**config.mk**
```make
export PLATFORM = sky130hd
export DESIGN_NAME = pacer_cascade
export DESIGN_NICKNAME = d
export VERILOG_FILES = /design/src/rtl/pacer_pkg.sv /design/src/rtl/pacer_prescale.sv /design/src/rtl/pacer_rate_counter.sv /design/src/rtl/pacer_cascade.sv
export SDC_FILE = /design/constraint.sdc
export NUM_CORES = 1
export LEC_CHECK = 0
export BUFFER_PORTS_ARGS = -buffer_cell sky130_fd_sc_hd__buf_4
export CAP_MARGIN = 5
export CORE_MARGIN = 2
export CORE_UTILIZATION = 60
export DETAILED_ROUTE_END_ITERATION = 10
export PLACE_DENSITY = 0.79
export SLEW_MARGIN = 20
export SYNTH_ARGS = -nofsm -noshare
export SYNTH_HDL_FRONTEND = slang
export SYNTH_SLANG_ARGS = --single-unit
```
**constraint.sdc**
```tcl
create_clock -name clk_i -period 2.5 [get_ports clk_i]
set_input_delay 0.5 -clock clk_i [delete_from_list [all_inputs] [get_ports clk_i]]
set_output_delay 0.5 -clock clk_i [all_outputs]
set_load 0.01 [all_outputs]
```
**src/rtl/pacer_pkg.sv**
```systemverilog
package pacer_pkg;
    // base-rate selector encoding (index into the prescaler bank)
    typedef enum logic {
        BASE_FAST = 1'b0,
        BASE_SLOW = 1'b1
    } base_sel_e;

    localparam int unsigned NUM_BASES  = 2;
    localparam int unsigned NUM_STAGES = 2;
endpackage

```
**src/rtl/pacer_prescale.sv**
```systemverilog
module pacer_prescale #(
    parameter int unsigned DIV = 10
) (
    input  logic clk_i,
    input  logic rst_ni,
    input  logic clear_i,
    input  logic run_i,
    output logic tick_o
);
    localparam int unsigned W = (DIV > 1) ? $clog2(DIV) : 1;
    localparam logic [W-1:0] LAST = W'(DIV - 1);

    logic [W-1:0] cnt_d, cnt_q;

    assign tick_o = run_i && (cnt_q == LAST);

    always_comb begin
        cnt_d = cnt_q;
        if (clear_i) begin
            cnt_d = '0;
        end else if (run_i) begin
            cnt_d = tick_o ? '0 : cnt_q + W'(1);
        end
    end

    always_ff @(posedge clk_i) begin
        if (!rst_ni) cnt_q <= '0;
        else         cnt_q <= cnt_d;
    end
endmodule

```
**src/rtl/pacer_rate_counter.sv**
```systemverilog
module pacer_rate_counter #(
    parameter int unsigned DIV_W = 16
) (
    input  logic             clk_i,
    input  logic             rst_ni,
    input  logic             load_i,
    input  logic             tick_i,
    input  logic [DIV_W-1:0] div_i,
    output logic             tc_o,
    output logic [DIV_W:0]   cnt_o
);
    localparam int unsigned CW = DIV_W + 1;

    logic [CW-1:0] cnt_d, cnt_q;
    logic [CW-1:0] full_val;

    // zero selects the largest count, 2**DIV_W
    assign full_val = (div_i == '0) ? {1'b1, {DIV_W{1'b0}}} : {1'b0, div_i};
    assign tc_o     = tick_i && (cnt_q == CW'(1));
    assign cnt_o    = cnt_q;

    always_comb begin
        cnt_d = cnt_q;
        if (load_i) begin
            cnt_d = full_val;
        end else if (tick_i) begin
            cnt_d = tc_o ? full_val : cnt_q - CW'(1);
        end
    end

    always_ff @(posedge clk_i) begin
        if (!rst_ni) cnt_q <= '0;
        else         cnt_q <= cnt_d;
    end
endmodule

```
**src/rtl/pacer_cascade.sv**
```systemverilog
module pacer_cascade
    import pacer_pkg::*;
#(
    parameter int unsigned DIV_W    = 16,
    parameter int unsigned FAST_DIV = 1,
    parameter int unsigned SLOW_DIV = 10
) (
    input  logic             clk_i,
    input  logic             rst_ni,
    input  logic             div1_wr_i,
    input  logic             div2_wr_i,
    input  logic [DIV_W-1:0] div_data_i,
    input  logic             base_sel_i,
    input  logic             run_i,
    output logic             trig_o
);
    typedef struct packed {
        logic [DIV_W-1:0] div1;
        logic [DIV_W-1:0] div2;
        logic             armed;
        logic             active;
        logic             trig;
    } state_t;

    state_t st_d, st_q;

    logic                  armed;
    logic                  active;
    logic                  start;
    logic [NUM_BASES-1:0]  base_tick;
    logic [NUM_STAGES-1:0] stage_tick;
    logic [NUM_STAGES-1:0] stage_tc;
    logic [DIV_W-1:0]      stage_div [NUM_STAGES];
    logic [DIV_W:0]        stage_cnt [NUM_STAGES];

    assign armed  = st_q.armed;
    assign active = st_q.active;
    assign start  = st_q.armed && run_i && !st_q.active;
    assign trig_o = st_q.trig;

    assign stage_div[0] = st_q.div1;
    assign stage_div[1] = st_q.div2;

    always_comb begin
        st_d = st_q;
        if (div2_wr_i) st_d.div2 = div_data_i;
        if (div1_wr_i) begin
            st_d.div1  = div_data_i;
            st_d.armed = 1'b1;
        end
        st_d.active = st_q.armed && run_i;
        st_d.trig   = stage_tc[NUM_STAGES-1];
    end

    always_ff @(posedge clk_i) begin
        if (!rst_ni) st_q <= '0;
        else         st_q <= st_d;
    end

    for (genvar b = 0; b < NUM_BASES; b++) begin : g_base
        localparam int unsigned BDIV = (b == int'(BASE_FAST)) ? FAST_DIV : SLOW_DIV;
        pacer_prescale #(.DIV(BDIV)) u_pre (
            .clk_i   (clk_i),
            .rst_ni  (rst_ni),
            .clear_i (start),
            .run_i   (st_q.active),
            .tick_o  (base_tick[b])
        );
    end

    for (genvar s = 0; s < NUM_STAGES; s++) begin : g_stage
        if (s == 0) begin : g_src_base
            assign stage_tick[s] = base_tick[base_sel_i];
        end else begin : g_src_prev
            assign stage_tick[s] = stage_tc[s-1];
        end
        pacer_rate_counter #(.DIV_W(DIV_W)) u_cnt (
            .clk_i  (clk_i),
            .rst_ni (rst_ni),
            .load_i (start),
            .tick_i (stage_tick[s]),
            .div_i  (stage_div[s]),
            .tc_o   (stage_tc[s]),
            .cnt_o  (stage_cnt[s])
        );
    end
endmodule

```
==> reports/results.ini, run 1 <==
[run_status]
status=complete, no violations

[place]
hpwl_um=7040
routabilityCongestion=0.917
io_buffers=22
pre_cts_slack_ns=0.156

[clocking]
path_clk_slew_ns=0.08
post_cts.repair.setup_buffers=0
cts_tree=done
root_buffer=clkbuf_8
clock-sinks=74
htreeDepth=3
hold_buffers=0
numCtsBuffers=9
clk-insertion-delay-late_ns=0.35
cts_resized=0
clock_path_buffers=2

[synthesis]
ys_async_sr_fraction_pct=0
syn_avg_cell_area_sq_um=8.58
ys_types=62
synth-edff-count=0
synth.cell_area_sq_mm=0.00381
ys_seq_area_share_pct=38.9
syn-num-nets=472
syn_inst=444
ys_warn_count=0
synth_top_flop_cell=dfxtp_1
ys_seq_elements=74

[global_routing]
grt_pass1_wl_um=16600
grt_usage_pct=29.8
grt_pass1_vias=3264
grt-ovfl-total=0
grt_max_degree=43
antenna_found_initial=0

[power_and_ir_drop]
power.leakage_uw=0.00175
peakVddDrop_mv=0.500
p_per_area_mw_per_mm2=697

[critical_path]
critical_path_class=flip-flop to flip-flop
worstPathCellList=ha_1 -> and4b_1 -> o21ai_1 -> buf_4 -> nor4_1 -> o21a_1 -> nand2_1 -> o21ai_0
worstPathMaxFanout=6
critPathLaunch=g_base[1].u_pre.cnt_q[0]
start_kind=flip-flop
cp.required_ns=2.79
r2r_start=g_base[1].u_pre.cnt_q[0]
crit_arrival_ns=2.64
slowest_delay_ns=0.42
end_kind=flip-flop
critPathSlowestCell=dfxtp_1

[layout]
n_antenna_cell=0
n_fill_cell=521
final_cell_mix=74 x dfxtp_1, 52 x nor2_1, 37 x o21ai_0, 37 x buf_4, 34 x mux2i_1
layout.area.seq_sq_mm=0.00148
multiInputGateArea_sq_mm=0.00220
layout_commonest_cell=dfxtp_1
drive_gt1_share_pct=15.0
fin_nets=496
areaGrowthSynthToFinish_pct=13.4

[sta]
relSlewSlack_pct=56.9
fin_ws_ns=0.147
skew_ns=0.00865
setup_viol=0
hold_ws_ns=0.402
period_share_pct=94.1
max_clock_freq_mhz=425
worst_pin_slew_ns=0.644
rsz0062_at_grt=yes
finalMaxSlewViolations=0
hold_viol=0
min_period_ns=2.35

[die]
die_x_um=83.7
fp.dieH_um=83.7
rows=29
initial_utilization_pct=61.0
coreArea_sq_mm=0.00624
die_area_sq_mm=0.00700
ioPinCount=23

[detailed_routing]
route.detailed.drc=0
drt_first_pass_iters=5
vias_per_cell=6.45
avgRoutedWirePerCell_um=18.3
drtIter0Drc=460
antenna_left=0
vias=3550
wirelength_um=10000

[min_path]
hp-class=input pin to flip-flop
hold_start=div_data_i[2]

[job]
maxCapViolations=0

-- synth_stat cells (2+ instances only) --
| cell | count | share of area, % |
|---|---|---|
| or4_4 | 2 | 0.59 |
| or3_1 | 2 | 0.33 |
| or4_1 | 3 | 0.59 |
| dfxtp_1 | 74 | 39 |
| nor4_1 | 13 | 2.1 |
| a221oi_1 | 6 | 1.4 |
| and3_1 | 3 | 0.49 |
| mux2i_1 | 34 | 8.9 |
| o211ai_1 | 4 | 0.79 |
| ha_1 | 6 | 2.0 |
| nor4b_1 | 3 | 0.69 |
| nor2b_1 | 22 | 3.6 |
| a21oi_1 | 23 | 3.0 |
| a21o_1 | 2 | 0.39 |
| nor3_1 | 18 | 2.4 |
| a22oi_1 | 2 | 0.39 |
| nor4_4 | 3 | 1.7 |
| and4_1 | 2 | 0.46 |
| a21boi_0 | 2 | 0.39 |
| nor3b_1 | 4 | 0.79 |
| nand3_1 | 14 | 1.8 |
| o21a_1 | 3 | 0.59 |
| o21ai_0 | 37 | 4.9 |
| nand2_1 | 27 | 2.7 |
| o221a_2 | 4 | 1.2 |
| a32oi_1 | 2 | 0.46 |
| nand4_1 | 2 | 0.33 |
| o22ai_1 | 2 | 0.33 |
| nor2_1 | 53 | 5.2 |
| clkbuf_1 | 19 | 1.9 |
| a31oi_1 | 9 | 1.5 |
| xor2_1 | 5 | 1.1 |
| buf_2 | 4 | 0.53 |
| o31ai_1 | 3 | 0.59 |
| inv_1 | 5 | 0.49 |
-- routing by layer --
| metal | vias to the layer above | wire length (um) | GRT usage [%] |
|---|---|---|---|
| li1 | 1689 | - | - |
| met1 | 1677 | 4400 | 41.0 |
| met2 | 161 | 4670 | 46.6 |
| met3 | 23 | 788 | 7.22 |
| met4 | 0 | 188 | 8.80 |
| met5 | - | 0 | 0 |
-- kinds of logic after synthesis --
group | after synthesis | share of synthesized area (%)
buffers and inverters | 31 | 3.48
AO/OA/AOI/OAI | 112 | 19.1
XOR/XNOR | 6 | 1.38
multiplexers | 34 | 8.93
flip-flops | 74 | 38.9
adder cells (fa/ha/maj) | 6 | 1.97
AND/OR/NAND/NOR | 181 | 26.2
-- state kept, by name, indices dropped and copies added (netlist names) --
signal               flops
g_stage.u_cnt.cnt_o     34
st_q                    32
g_base.u_pre.cnt_q       5
active                   1
armed                    1
trig_o                   1
-- path summary, 6_finish.rpt --
check | slack (ns) | cells after the start | to
max | 0.15 | 8 | g_stage[1].u_cnt.cnt_o[7]
min | 0.40 | 3 | st_q[5]
max reg2reg | 0.15 | 8 | g_stage[1].u_cnt.cnt_o[7]
min reg2reg | 0.48 | 1 | g_base[0].u_pre.cnt_q
-- stage by stage --
stage	cells	total power [uW]	area (sq um)	TNS [ns]	utilization, %
5_1_grt	550	3160	4320	-0.0388	69.2
3_3_place_gp	534	1980	4090	0	65.6
2_1_floorplan	444	1820	3810	0	-
6_report	550	3010	4320	0	69.2
4_1_cts	550	3000	4320	0	69.2
3_5_place_dp	534	2000	4090	0	65.6
-- worst max-delay path: cells and delay by family, from the launching register on --
kind | cells | cell delay (ns)
AOI/OAI and AO/OA | 3 | 0.64
adders and majority gates | 1 | 0.21
buffers and inverters | 1 | 0.22
DFF | 1 | 0.42
and+or+nand+nor | 3 | 0.79
-- cell type report --
cell class                 count  share of cell area (%)
multi-input combinational    339                    50.9
tap                           77                    2.23
sequential                    74                    34.3
timing repair buffer          38                    6.89
clock inverter                 3                    1.04
clock buffer                  13                    4.14
inverter                       6                   0.521
-- report_power, final --
part	total (uW)	leakage (uW)	internal, uW	switching (uW)
sequential	1340	0.000607	1250	90.0
clock	1020	0.000108	570	451
combinational	650	0.00103	278	372
Note: power is estimated with default switching activity, not from simulation.
==> run 2, diff against run 1 <==
--- a/config.mk
+++ b/config.mk
@@ -5,6 +5,7 @@
 export SDC_FILE = /design/constraint.sdc
 export NUM_CORES = 1
 export LEC_CHECK = 0
+export ABC_AREA = 1
 export BUFFER_PORTS_ARGS = -buffer_cell sky130_fd_sc_hd__buf_4
 export CAP_MARGIN = 5
 export CORE_MARGIN = 2
==> reports/results.ini, run 2 <==
[run_status]
status=complete, no violations

[synthesis]
synth_top_area_cell=dfxtp_1
ys_seq_elements=74  ; unchanged
syn_avg_cell_area_sq_um=6.67  ; -22%
synth-edff-count=0  ; unchanged
synth_common_cells=104 x nand2_1, 79 x o21ai_0, 77 x nor2_1
ys_seq_area_share_pct=37.3  ; -1.6 points
post-synth-top-count-cell=nand2_1
ys_types=31  ; -50%
synth.cell_area_sq_mm=0.00398  ; +4.4%
syn-num-nets=624  ; +32%
yosys-top-cells-area=dfxtp_1 37%, o21ai_0 9.9%, nand2_1 9.8%, nor2_1 7.3%, inv_1 7.2%
synth_top_flop_cell=dfxtp_1
syn_inst=596  ; +34%
ys_warn_count=0  ; unchanged
yosysTopAreaCellShare_pct=37.3  ; -1.6 points
ys_async_sr_fraction_pct=0  ; unchanged

[place]
hpwl_um=6410  ; -8.9%
routabilityCongestion=0.917  ; about the same
io_buffers=22  ; unchanged

[power_and_ir_drop]
peakVddDrop_mv=0.373  ; -25%
p_total_uw=2980  ; -1.2%
p_per_area_mw_per_mm2=685  ; -1.7%
power.leakage_uw=0.00201  ; +15%

[critical_path]
critical_path_class=flip-flop to flip-flop
r2r_start=g_stage[0].u_cnt.cnt_o[1]
worstPathCellList=inv_1 -> ha_1 -> nand2_1 -> nor2_1 -> nand2_1 -> nor2_2 -> nand3_2 -> nand2_2 -> nand2_1 -> o21ai_0 -> a21oi_1
r2r_slack_ns=0.46  ; +0.32 ns
worstRegToRegCells=11  ; +3
critPathSlowestCell=nand2_2
reg2reg_to=g_stage[1].u_cnt.cnt_o[8]
worstPathMaxFanout=30  ; +24
slowest_delay_ns=0.41  ; about the same
cp.required_ns=2.74  ; -0.05 ns
start_kind=flip-flop
crit_top_cell=nand2_1
crit_arrival_ns=2.28  ; -0.36 ns
end_kind=flip-flop

[detailed_routing]
dr_wl_met3_um=464  ; -41%
wl_met2_um=3890  ; -17%
drt_first_pass_iters=5  ; unchanged
m1WireLength_um=4240  ; -3.5%
antenna_left=0  ; unchanged
vias=3750  ; +5.6%
top_layer=met4
drtIter0Drc=231  ; -50%
vias_per_cell=5.43  ; -16%
wirelength_um=8850  ; -12%
avgRoutedWirePerCell_um=12.8  ; -30%
route.detailed.drc=0  ; unchanged

[sta]
relSlewSlack_pct=51.9  ; -5.0 points
hold_viol=0  ; unchanged
skew_ns=0.00968  ; +0.00103 ns
setup_viol=0  ; unchanged
min_period_ns=2.04  ; -0.315 ns
period_share_pct=81.5  ; -13 points
finalMaxSlewViolations=0  ; unchanged
worst_pin_slew_ns=0.721  ; +0.0766 ns
max_clock_freq_mhz=491  ; +15%
finalSetupTns_ns=0  ; unchanged
rsz0062_at_grt=no

[layout]
fin_nets=637  ; +28%
final_cell_mix=104 x nand2_1, 79 x o21ai_0, 77 x nor2_1, 76 x inv_1, 74 x dfxtp_1
drive_gt1_share_pct=9.95  ; -5.1 points
layout_commonest_cell=nand2_1
n_fill_cell=555  ; +6.5%
n_antenna_cell=0  ; unchanged
areaGrowthSynthToFinish_pct=9.25
largest_reg_flops=34  ; unchanged
finish.utilization_pct=68.0  ; -1.2 points

[die]
initial_utilization_pct=62.3  ; +1.2 points
coreArea_sq_mm=0.00639  ; +2.3%
fp.dieH_um=85.4  ; +2.1%
rows=29  ; unchanged
die_x_um=85.4  ; +2.1%
ioPinCount=23  ; unchanged
die_area_sq_mm=0.00729  ; +4.2%

[clocking]
hold_buffers=0  ; unchanged
cts_tree=done
htreeDepth=3  ; unchanged
clock_path_buffers=2  ; unchanged
numCtsBuffers=9  ; unchanged
clk-insertion-delay-late_ns=0.35  ; about the same
cts_resized=0  ; unchanged
post_cts.repair.setup_buffers=0  ; unchanged
path_clk_slew_ns=0.08  ; about the same
root_buffer=clkbuf_8
clock-sinks=74  ; unchanged

[global_routing]
antenna_found_initial=0  ; unchanged
grt_pass1_wl_um=15300  ; -7.7%
grt_usage_pct=26.1  ; -3.7 points
grt_pass1_vias=3402  ; +4.2%
grt_max_degree=57  ; +33%
grt-ovfl-total=0  ; unchanged

[min_path]
hp-class=input pin to flip-flop
hold_start=div_data_i[4]
holdPathStages=3  ; unchanged
min_to=st_q[23]

[job]
maxCapViolations=0  ; unchanged

[run 2: worst max-delay path, delay by kind of cell, from the launching register on]
kind            cells  cell delay (ns)
flops               1             0.33
fa+ha+maj           1             0.16
simple gates        7             1.11
compound gates      2             0.19
buf+inv             1             0.12
[run 2: where the power goes]
part	switching (uW)	internal (uW)	total [uW]
Sequential	64.3	1260	1320
Clock	442	586	1030
Combinational	390	234	624
[run 2: cell type report]
type	instances	area [sq um]	area share (%)
inverters	84	317	7.29
flip-flops and latches	74	1480	34.1
well taps	77	96.3	2.22
multi-input cells	414	2040	46.9
clock buffers	11	141	3.25
repair buffers	26	195	4.49
clock inverters	4	76.3	1.76
[run 2: per-layer routing]
metal  GRT usage [%]  up-vias
li1                -     1951
met1            35.8     1663
met2            40.8      112
met3            3.40       24
met4            12.3        0
met5               0        -
[run 2: kinds of logic (layout without fill, tap and decap cells)]
family                   count (synthesis)  count (layout)  synth area share (%)
adder cells (fa/ha/maj)                  6               6                  1.89
AO/OA/AOI/OAI                          131             131                  16.7
XOR/XNOR                                19              19                  4.19
buffers and inverters                  108             125                  11.5
AND/OR/NAND/NOR                        258             258                  28.4
flip-flops                              74              74                  37.3
[run 2: worst max-delay path by stage]
stage / start / end / depth (start not counted)
final: g_stage[0].u_cnt.cnt_o[1] / g_stage[1].u_cnt.cnt_o[8] / 11
after global routing: g_stage[0].u_cnt.cnt_o[1] / g_stage[1].u_cnt.cnt_o[13] / 11
after CTS: g_stage[0].u_cnt.cnt_o[1] / g_stage[1].u_cnt.cnt_o[8] / 11
after detailed placement: g_stage[0].u_cnt.cnt_o[1] / g_stage[1].u_cnt.cnt_o[8] / 11
after global placement: g_stage[0].u_cnt.cnt_o[1] / g_stage[1].u_cnt.cnt_o[6] / 11
after floorplan: g_stage[0].u_cnt.cnt_o[1] / g_stage[0].u_cnt.cnt_o[12] / 14
[run 2: through the flow]
stage,hold WS [ns],cells,setup WS [ns],area (sq um)
global route,0.392,690,0.245,4340
CTS,0.371,690,0.467,4340
detailed placement,0.437,675,0.509,4130
floorplan,0.420,596,0.962,3980
global placement,0.434,675,0.607,4130
finish,0.387,690,0.462,4340
